==> src/rtl/rwp_pkg.sv <==
package rwp_pkg;
  // Kind of register-window location touched by one access
  typedef enum logic [1:0] {
    RWP_NONE = 2'd0,
    RWP_PTR  = 2'd1,
    RWP_DATA = 2'd2
  } rwp_kind_e;
endpackage

==> src/rtl/rwp_rst_sync.sv <==
module rwp_rst_sync (
  input  logic clk,
  input  logic rst_n,
  output logic rst_n_sync
);
  logic [1:0] stage_q;

  always_ff @(posedge clk or negedge rst_n) begin
    if (!rst_n) stage_q <= 2'b00;
    else        stage_q <= {stage_q[0], 1'b1};
  end

  assign rst_n_sync = stage_q[1];
endmodule

==> src/rtl/rwp_decode.sv <==
module rwp_decode
  import rwp_pkg::*;
#(
  parameter int unsigned REG_AW   = 5,
  parameter int unsigned PTR_OFS  = 16,
  parameter int unsigned DATA_OFS = 19
) (
  input  logic [REG_AW-1:0] reg_addr,
  input  logic              reg_wr,
  input  logic              reg_rd,
  output rwp_kind_e         kind,
  output logic              ptr_load,
  output logic              mem_we,
  output logic              mem_re,
  output logic              rd_accept,
  output logic              ptr_step
);
  localparam logic [REG_AW-1:0] PtrAddr  = REG_AW'(PTR_OFS);
  localparam logic [REG_AW-1:0] DataAddr = REG_AW'(DATA_OFS);

  logic rd_only;

  always_comb begin
    if (reg_addr == PtrAddr)       kind = RWP_PTR;
    else if (reg_addr == DataAddr) kind = RWP_DATA;
    else                           kind = RWP_NONE;
  end

  // A write strobe wins over a read strobe in the same cycle
  assign rd_only   = reg_rd && !reg_wr;
  assign ptr_load  = reg_wr && (kind == RWP_PTR);
  assign mem_we    = reg_wr && (kind == RWP_DATA);
  assign mem_re    = rd_only && (kind == RWP_DATA);
  assign rd_accept = rd_only;
  assign ptr_step  = mem_we || mem_re;
endmodule

==> src/rtl/rwp_pointer.sv <==
module rwp_pointer #(
  parameter int unsigned ADDR_W = 8
) (
  input  logic              clk,
  input  logic              rst_n,
  input  logic              load,
  input  logic [ADDR_W-1:0] load_val,
  input  logic              step,
  output logic [ADDR_W-1:0] ptr
);
  logic [ADDR_W-1:0] ptr_q;
  logic [ADDR_W-1:0] ptr_d;
  logic              ptr_en;

  always_comb begin
    ptr_en = load || step;
    ptr_d  = ptr_q;
    if (load)      ptr_d = load_val;
    else if (step) ptr_d = ptr_q + ADDR_W'(1);
  end

  always_ff @(posedge clk or negedge rst_n) begin
    if (!rst_n)      ptr_q <= '0;
    else if (ptr_en) ptr_q <= ptr_d;
  end

  assign ptr = ptr_q;
endmodule

==> src/rtl/rwp_ram.sv <==
module rwp_ram #(
  parameter int unsigned ADDR_W = 8,
  parameter int unsigned DATA_W = 8
) (
  input  logic              clk,
  input  logic              we,
  input  logic              re,
  input  logic [ADDR_W-1:0] addr,
  input  logic [DATA_W-1:0] wdata,
  output logic [DATA_W-1:0] rdata
);
  localparam int unsigned Depth = 1 << ADDR_W;

  logic [DATA_W-1:0] mem [Depth];
  logic [DATA_W-1:0] q_r;

  always_ff @(posedge clk) begin
    if (we) mem[addr] <= wdata;
  end

  always_ff @(posedge clk) begin
    if (re) q_r <= mem[addr];
  end

  assign rdata = q_r;
endmodule

==> src/rtl/rwp_readback.sv <==
module rwp_readback
  import rwp_pkg::*;
#(
  parameter int unsigned ADDR_W = 8,
  parameter int unsigned DATA_W = 8
) (
  input  logic              clk,
  input  logic              rst_n,
  input  logic              rd_accept,
  input  rwp_kind_e         kind,
  input  logic [ADDR_W-1:0] ptr,
  input  logic [DATA_W-1:0] ram_q,
  output logic [DATA_W-1:0] rdata
);
  rwp_kind_e         src_q;
  rwp_kind_e         src_d;
  logic [DATA_W-1:0] ptr_cap_q;
  logic [DATA_W-1:0] ptr_cap_d;
  logic [DATA_W-1:0] ptr_ext;

  generate
    if (ADDR_W < DATA_W) begin : g_pad
      assign ptr_ext = {{(DATA_W-ADDR_W){1'b0}}, ptr};
    end else begin : g_trunc
      assign ptr_ext = ptr[DATA_W-1:0];
    end
  endgenerate

  always_comb begin
    src_d     = rd_accept ? kind : src_q;
    ptr_cap_d = (rd_accept && kind == RWP_PTR) ? ptr_ext : ptr_cap_q;
  end

  always_ff @(posedge clk or negedge rst_n) begin
    if (!rst_n) begin
      src_q     <= RWP_NONE;
      ptr_cap_q <= '0;
    end else if (rd_accept) begin
      src_q     <= src_d;
      ptr_cap_q <= ptr_cap_d;
    end
  end

  always_comb begin
    case (src_q)
      RWP_DATA: rdata = ram_q;
      RWP_PTR:  rdata = ptr_cap_q;
      default:  rdata = '0;
    endcase
  end
endmodule

==> src/rtl/ram_window_port.sv <==
module ram_window_port
  import rwp_pkg::*;
#(
  parameter int unsigned ADDR_W   = 8,
  parameter int unsigned DATA_W   = 8,
  parameter int unsigned REG_AW   = 5,
  parameter int unsigned PTR_OFS  = 16,
  parameter int unsigned DATA_OFS = 19
) (
  input  logic              clk,
  input  logic              rst_n,
  input  logic [REG_AW-1:0] reg_addr,
  input  logic              reg_wr,
  input  logic              reg_rd,
  input  logic [DATA_W-1:0] reg_wdata,
  output logic [DATA_W-1:0] reg_rdata
);
  logic              rst_n_s;
  rwp_kind_e         kind;
  logic              ptr_load;
  logic              mem_we;
  logic              mem_re;
  logic              rd_accept;
  logic              ptr_step;
  logic [ADDR_W-1:0] ptr;
  logic [ADDR_W-1:0] load_val;
  logic [DATA_W-1:0] ram_q;

  generate
    if (ADDR_W <= DATA_W) begin : g_load_slice
      assign load_val = reg_wdata[ADDR_W-1:0];
    end else begin : g_load_pad
      assign load_val = {{(ADDR_W-DATA_W){1'b0}}, reg_wdata};
    end
  endgenerate

  rwp_rst_sync u_rst (
    .clk        (clk),
    .rst_n      (rst_n),
    .rst_n_sync (rst_n_s)
  );

  rwp_decode #(
    .REG_AW   (REG_AW),
    .PTR_OFS  (PTR_OFS),
    .DATA_OFS (DATA_OFS)
  ) u_dec (
    .reg_addr  (reg_addr),
    .reg_wr    (reg_wr),
    .reg_rd    (reg_rd),
    .kind      (kind),
    .ptr_load  (ptr_load),
    .mem_we    (mem_we),
    .mem_re    (mem_re),
    .rd_accept (rd_accept),
    .ptr_step  (ptr_step)
  );

  rwp_pointer #(.ADDR_W(ADDR_W)) u_ptr (
    .clk      (clk),
    .rst_n    (rst_n_s),
    .load     (ptr_load),
    .load_val (load_val),
    .step     (ptr_step),
    .ptr      (ptr)
  );

  rwp_ram #(.ADDR_W(ADDR_W), .DATA_W(DATA_W)) u_ram (
    .clk   (clk),
    .we    (mem_we),
    .re    (mem_re),
    .addr  (ptr),
    .wdata (reg_wdata),
    .rdata (ram_q)
  );

  rwp_readback #(.ADDR_W(ADDR_W), .DATA_W(DATA_W)) u_rb (
    .clk       (clk),
    .rst_n     (rst_n_s),
    .rd_accept (rd_accept),
    .kind      (kind),
    .ptr       (ptr),
    .ram_q     (ram_q),
    .rdata     (reg_rdata)
  );
endmodule

==> config.mk <==
export PLATFORM = sky130hd
export DESIGN_NAME = ram_window_port
export DESIGN_NICKNAME = d
export VERILOG_FILES = /design/src/rtl/rwp_pkg.sv /design/src/rtl/rwp_rst_sync.sv /design/src/rtl/rwp_decode.sv /design/src/rtl/rwp_pointer.sv /design/src/rtl/rwp_ram.sv /design/src/rtl/rwp_readback.sv /design/src/rtl/ram_window_port.sv
export SDC_FILE = /design/constraint.sdc
export NUM_CORES = 2
export LEC_CHECK = 0
export CAP_MARGIN = 20
export CELL_PAD_IN_SITES_DETAIL_PLACEMENT = 1
export CELL_PAD_IN_SITES_GLOBAL_PLACEMENT = 1
export CORE_MARGIN = 8
export CORE_UTILIZATION = 56
export DETAILED_ROUTE_END_ITERATION = 10
export PLACE_DENSITY = 0.76
export SYNTH_ARGS = -nofsm -noshare
export SYNTH_HDL_FRONTEND = slang
export SYNTH_HIERARCHICAL = 1
export SYNTH_SLANG_ARGS = --single-unit
==> constraint.sdc <==
create_clock -name clk -period 1.51 [get_ports clk]
set_input_delay 0.151 -clock clk [delete_from_list [all_inputs] [get_ports clk]]
set_output_delay 0.151 -clock clk [all_outputs]
set_load 0.05 [all_outputs]
==> summary.txt <==
GRT
  • Pin count of the biggest net entering global routing: 69
  • GR Util All Layers: approximately 34%
  • Initial antenna violation count: 4
  • First-pass GRT wire length: roughly 370 mm
  • Number of global-route vias before repair: between 40k and 50k
  • Grt ovf: 0

Synth
  • Synth Instances: ~3.7k
  • Register area share after synthesis: 78.1%
  • Top-count cell post-synth: edfxtp_1
  • Cell Area, Synth: 79,700 µm²
  • Synth warnings: 6
  • EDFF count, synth: between 2k and 2.5k
  • Top cells by count, synth: edfxtp_1, mux4_2, a22oi_1, nor2_1, clkbuf_1
  • Asr flop ratio synth: less than 1%
  • Yosys reg bits: 2,076
  • Prevailing post-synth register cell: edfxtp_1
  • Post-synthesis average cell area: roughly 22 µm²
  • Post-synth top area share: between 70% and 80%
  • Cell taking the most area after synthesis: edfxtp_1
  • Ranking of synthesized cells by area: edfxtp_1, mux4_2, a22oi_1
  • Post-Syn Nets: roughly 3.7k
  • Cell variety after synth: 37

Finish
  • Reg area: 62,200 µm²
  • Layout cells sized above 1: a little over two fifths
  • Post-route cell area: between 90,000 and 100,000 µm²
  • Layout Nets: 4,303
  • Area occupied by multi-input gates: between 15,000 and 20,000 µm²
  • Core Util, Final: a little over two thirds
  • Area grow syn2layout: 25.0%
  • Fill cell count: around 11k

Clocking
  • Longest Clk Path Bufs: 3
  • CTS root buf: clkbuf_16
  • Num Clock Sinks: approximately 2.1k
  • CTS tree: yes
  • CTS Buf Count: ~200
  • Clock Latency Late Sink: 0.87 ns
  • Clock transition at the registers of the reported paths: around 0.08 ns
  • Htree depth: 4

Power and ir drop
  • Combinational power share: 30.7%
  • Lkg Pwr: 31.4 nW
  • Net switching power: 51.0 mW
  • Int Pwr: ~120 mW
  • Max VDD drop: around 1.2 mV
  • Clk pwr share: a little under a third
  • Sw frac: 30.2%
  • Pwr Density: approximately 1700 nW/µm²
  • Sequential share of power: 37.7%

Worst setup path
  • R2R Setup Slk: -1.69 ns
  • Critical Path RT: 2.07 ns
  • Critical Path Source Type: register
  • Crit-path max FO: 8
  • RR Startpoint: u_ptr/ptr[0]$_DFFE_PN0P_
  • Setup crit end: u_ram/rdata[5]$_DFFE_PP_
  • R2r worst-path depth: 9
  • Critical path startpoint: u_ptr/ptr[0]$_DFFE_PN0P_
  • Critical path cell sequence: buf_6 > bufbuf_16 > buf_16 > mux4_2 > a22oi_2 > a21oi_1 > o41ai_2 > buf_4 > nand4_1
  • Critical Path Sink Type: register
  • Critical Path AT: between 3 and 4 ns
  • CP max-delay cell: mux4_2
  • CP peak stage delay: approximately 0.52 ns
  • Reg-to-Reg End: u_ram/rdata[5]$_DFFE_PP_
  • Crit path kind: register to register

Drt
  • Routed len/inst: slightly above 40 µm
  • Detailed Route WL: about 260 mm
  • ANT nets after route: 0
  • Vias: 44.7k
  • Via-per-instance ratio: between 7 and 8
  • DRT iter0 DRCs: 6,632
  • TritonRoute pass-1 iters: 5
  • Drc violations: 0

Place
  • Dpl hpwl: between 100 and 150 mm
  • RD Place Congestion: about 0.88
  • Port Buffers: 24
  • Instance area after placement: between 80,000 and 90,000 µm²

Die
  • Die area: around 150,000 µm²
  • Top Ports: 25
  • Die Height: ~390 µm
  • Placement Rows: roughly 140
  • Initial Util: a little under three fifths
  • Core region area: 141,000 µm²
  • DIE WIDTH: between 300 and 400 µm

Run status
  • Failing checks: negative setup slack
  • Status: complete, but fails checks

Timing
  • Clk_skew: around 0.047 ns
  • Final min period: 3.20 ns
  • # setup viols final: ~2.1k
  • Hold Fails Final Rpt: 0
  • Max Fclk: approximately 310 MHz
  • Worst-Margin Slew: 0.771 ns
  • Unrepaired setup endpoints after global routing: yes
  • Crit share post-route: 212%
  • Final WS setup: -1.69 ns
  • Rel. slew slack: 48.6%
  • Slew Limit Fails: 0

Run
  • Max-Cap Viols: 0

Hold path
  • Hold Crit Class: register to asynchronous set/reset pin
how the worst min path moves through the flow:
stage | cells past startpoint | slack (ns) | start | to
finish | 1 | 0.25 | u_rst/stage_q[1]$_DFF_PN0_ | u_rb/ptr_cap_q[0]$_DFFE_PN0P_
global route | 1 | 0.27 | u_rst/stage_q[1]$_DFF_PN0_ | u_rb/ptr_cap_q[0]$_DFFE_PN0P_
CTS | 1 | 0.23 | u_rst/stage_q[1]$_DFF_PN0_ | u_rb/ptr_cap_q[0]$_DFFE_PN0P_
detailed placement | 1 | 0.24 | u_rst/stage_q[1]$_DFF_PN0_ | u_ptr/ptr[7]$_DFFE_PN0P_
global placement | 1 | 0.25 | u_rst/stage_q[1]$_DFF_PN0_ | u_ptr/ptr[7]$_DFFE_PN0P_
floorplan | 0 | -0.14 | rst_n | u_rst/stage_q[0]$_DFF_PN0_
cell type report:
type | instances | share of cell area (%)
antenna | 2 | 0.00502
timing repair buffer | 662 | 8.65
clock buffer | 233 | 5.28
clock inverter | 140 | 1.57
inverter | 4 | 0.0151
multi-input combinational | 1338 | 19.6
sequential | 2076 | 62.5
tap | 1890 | 2.37
logic make-up after synthesis:
logic type               after synthesis  synth area share (%)
other                                  1               0.00471
AO/OA/AOI/OAI                        434                  3.71
adder cells (fa/ha/maj)                3                0.0471
multiplexers                         521                  14.6
AND/OR/NAND/NOR                      375                  2.05
flip-flops                          2076                  78.1
XOR/XNOR                               4                0.0440
buffers and inverters                243                  1.44
cells in the final DEF (no fill, tap or decap), types with 13 or more instances in the layout:
| cell type | netlist | final |
|---|---|---|
| a21oi_1 | 128 | 67 |
| a21oi_2 | 0 | 50 |
| a22oi_1 | 264 | 161 |
| a22oi_2 | 0 | 103 |
| buf_12 | 0 | 210 |
| buf_16 | 0 | 26 |
| buf_4 | 17 | 343 |
| buf_6 | 17 | 38 |
| bufinv_16 | 0 | 30 |
| clkbuf_1 | 149 | 27 |
| clkbuf_16 | 0 | 207 |
| clkinv_1 | 0 | 55 |
| clkinv_2 | 0 | 33 |
| dfrtp_1 | 20 | 16 |
| edfxtp_1 | 2056 | 2056 |
| mux4_2 | 512 | 512 |
| nand2_1 | 41 | 23 |
| nor2_1 | 242 | 30 |
| nor2_4 | 0 | 205 |
| nor3_2 | 2 | 13 |
| nor3_4 | 0 | 15 |
| o41ai_2 | 0 | 19 |
| o41ai_4 | 0 | 13 |
through the flow:
| stage | worst slack [ns] | hold slack [ns] | std cells | TNS, ns | power (mW) |
|---|---|---|---|---|---|
| 2_1_floorplan | -0.820 | -0.145 | 3657 | -1205.99 | 90.6 |
| 3_3_place_gp | -1.95 | 0.246 | 5854 | -2166.75 | 104 |
| 3_5_place_dp | -1.97 | 0.244 | 5854 | -2291.17 | 106 |
| 4_1_cts | -1.53 | 0.225 | 6323 | -1684.29 | 165 |
| 5_1_grt | -1.71 | 0.268 | 6343 | -1911.53 | 172 |
| 6_report | -1.69 | 0.246 | 6345 | -1894.84 | 169 |
what timing repair did:
item,CTS,global route
setup endpoints to repair,2070,2079
resized for setup,335,63
gates cloned,18,1
hold endpoints to repair,527,0
setup buffers,74,20
hold buffers,10,0
pin swaps,81,34
power by group through the flow:
stage               Combinational, mW  Sequential [mW]  Clock [mW]
floorplan                        25.7             64.8           0
global placement                 39.6             64.9           0
detailed placement               41.0             64.9           0
CTS                              48.9             63.7        52.8
global route                     53.1             63.7        55.3
finish                           52.0             63.7        53.5
metal layers:
metal | routed length (µm) | part of all wire [%] | track usage [%] | up-vias
li1 | - | - | - | 16800
met1 | 91700 | 35 | 44.8 | 23600
met2 | 131000 | 50 | 55.9 | 3562
met3 | 26900 | 10 | 6.35 | 714
met4 | 13900 | 5.3 | 15.0 | 4
met5 | 26 | 0.0099 | 0 | -
critical path, delay by kind of cell (launching register included):
family | cells | cell delay [ns]
buf+inv | 4 | 0.88
compound gates | 3 | 0.85
mux | 1 | 0.52
flops | 1 | 0.49
simple gates | 1 | 0.15
flip-flops by register name, indices dropped and copies added, names as in the netlist:
| signal | flops |
|---|---|
| u_ram/rdata | 8 |
| u_rb/ptr_cap_q | 8 |
| u_ram/mem | 2048 |
| u_rst/stage_q | 2 |
| u_ptr/ptr | 8 |
| u_rb/src_q | 2 |
Power figures use the tool's default switching activity.
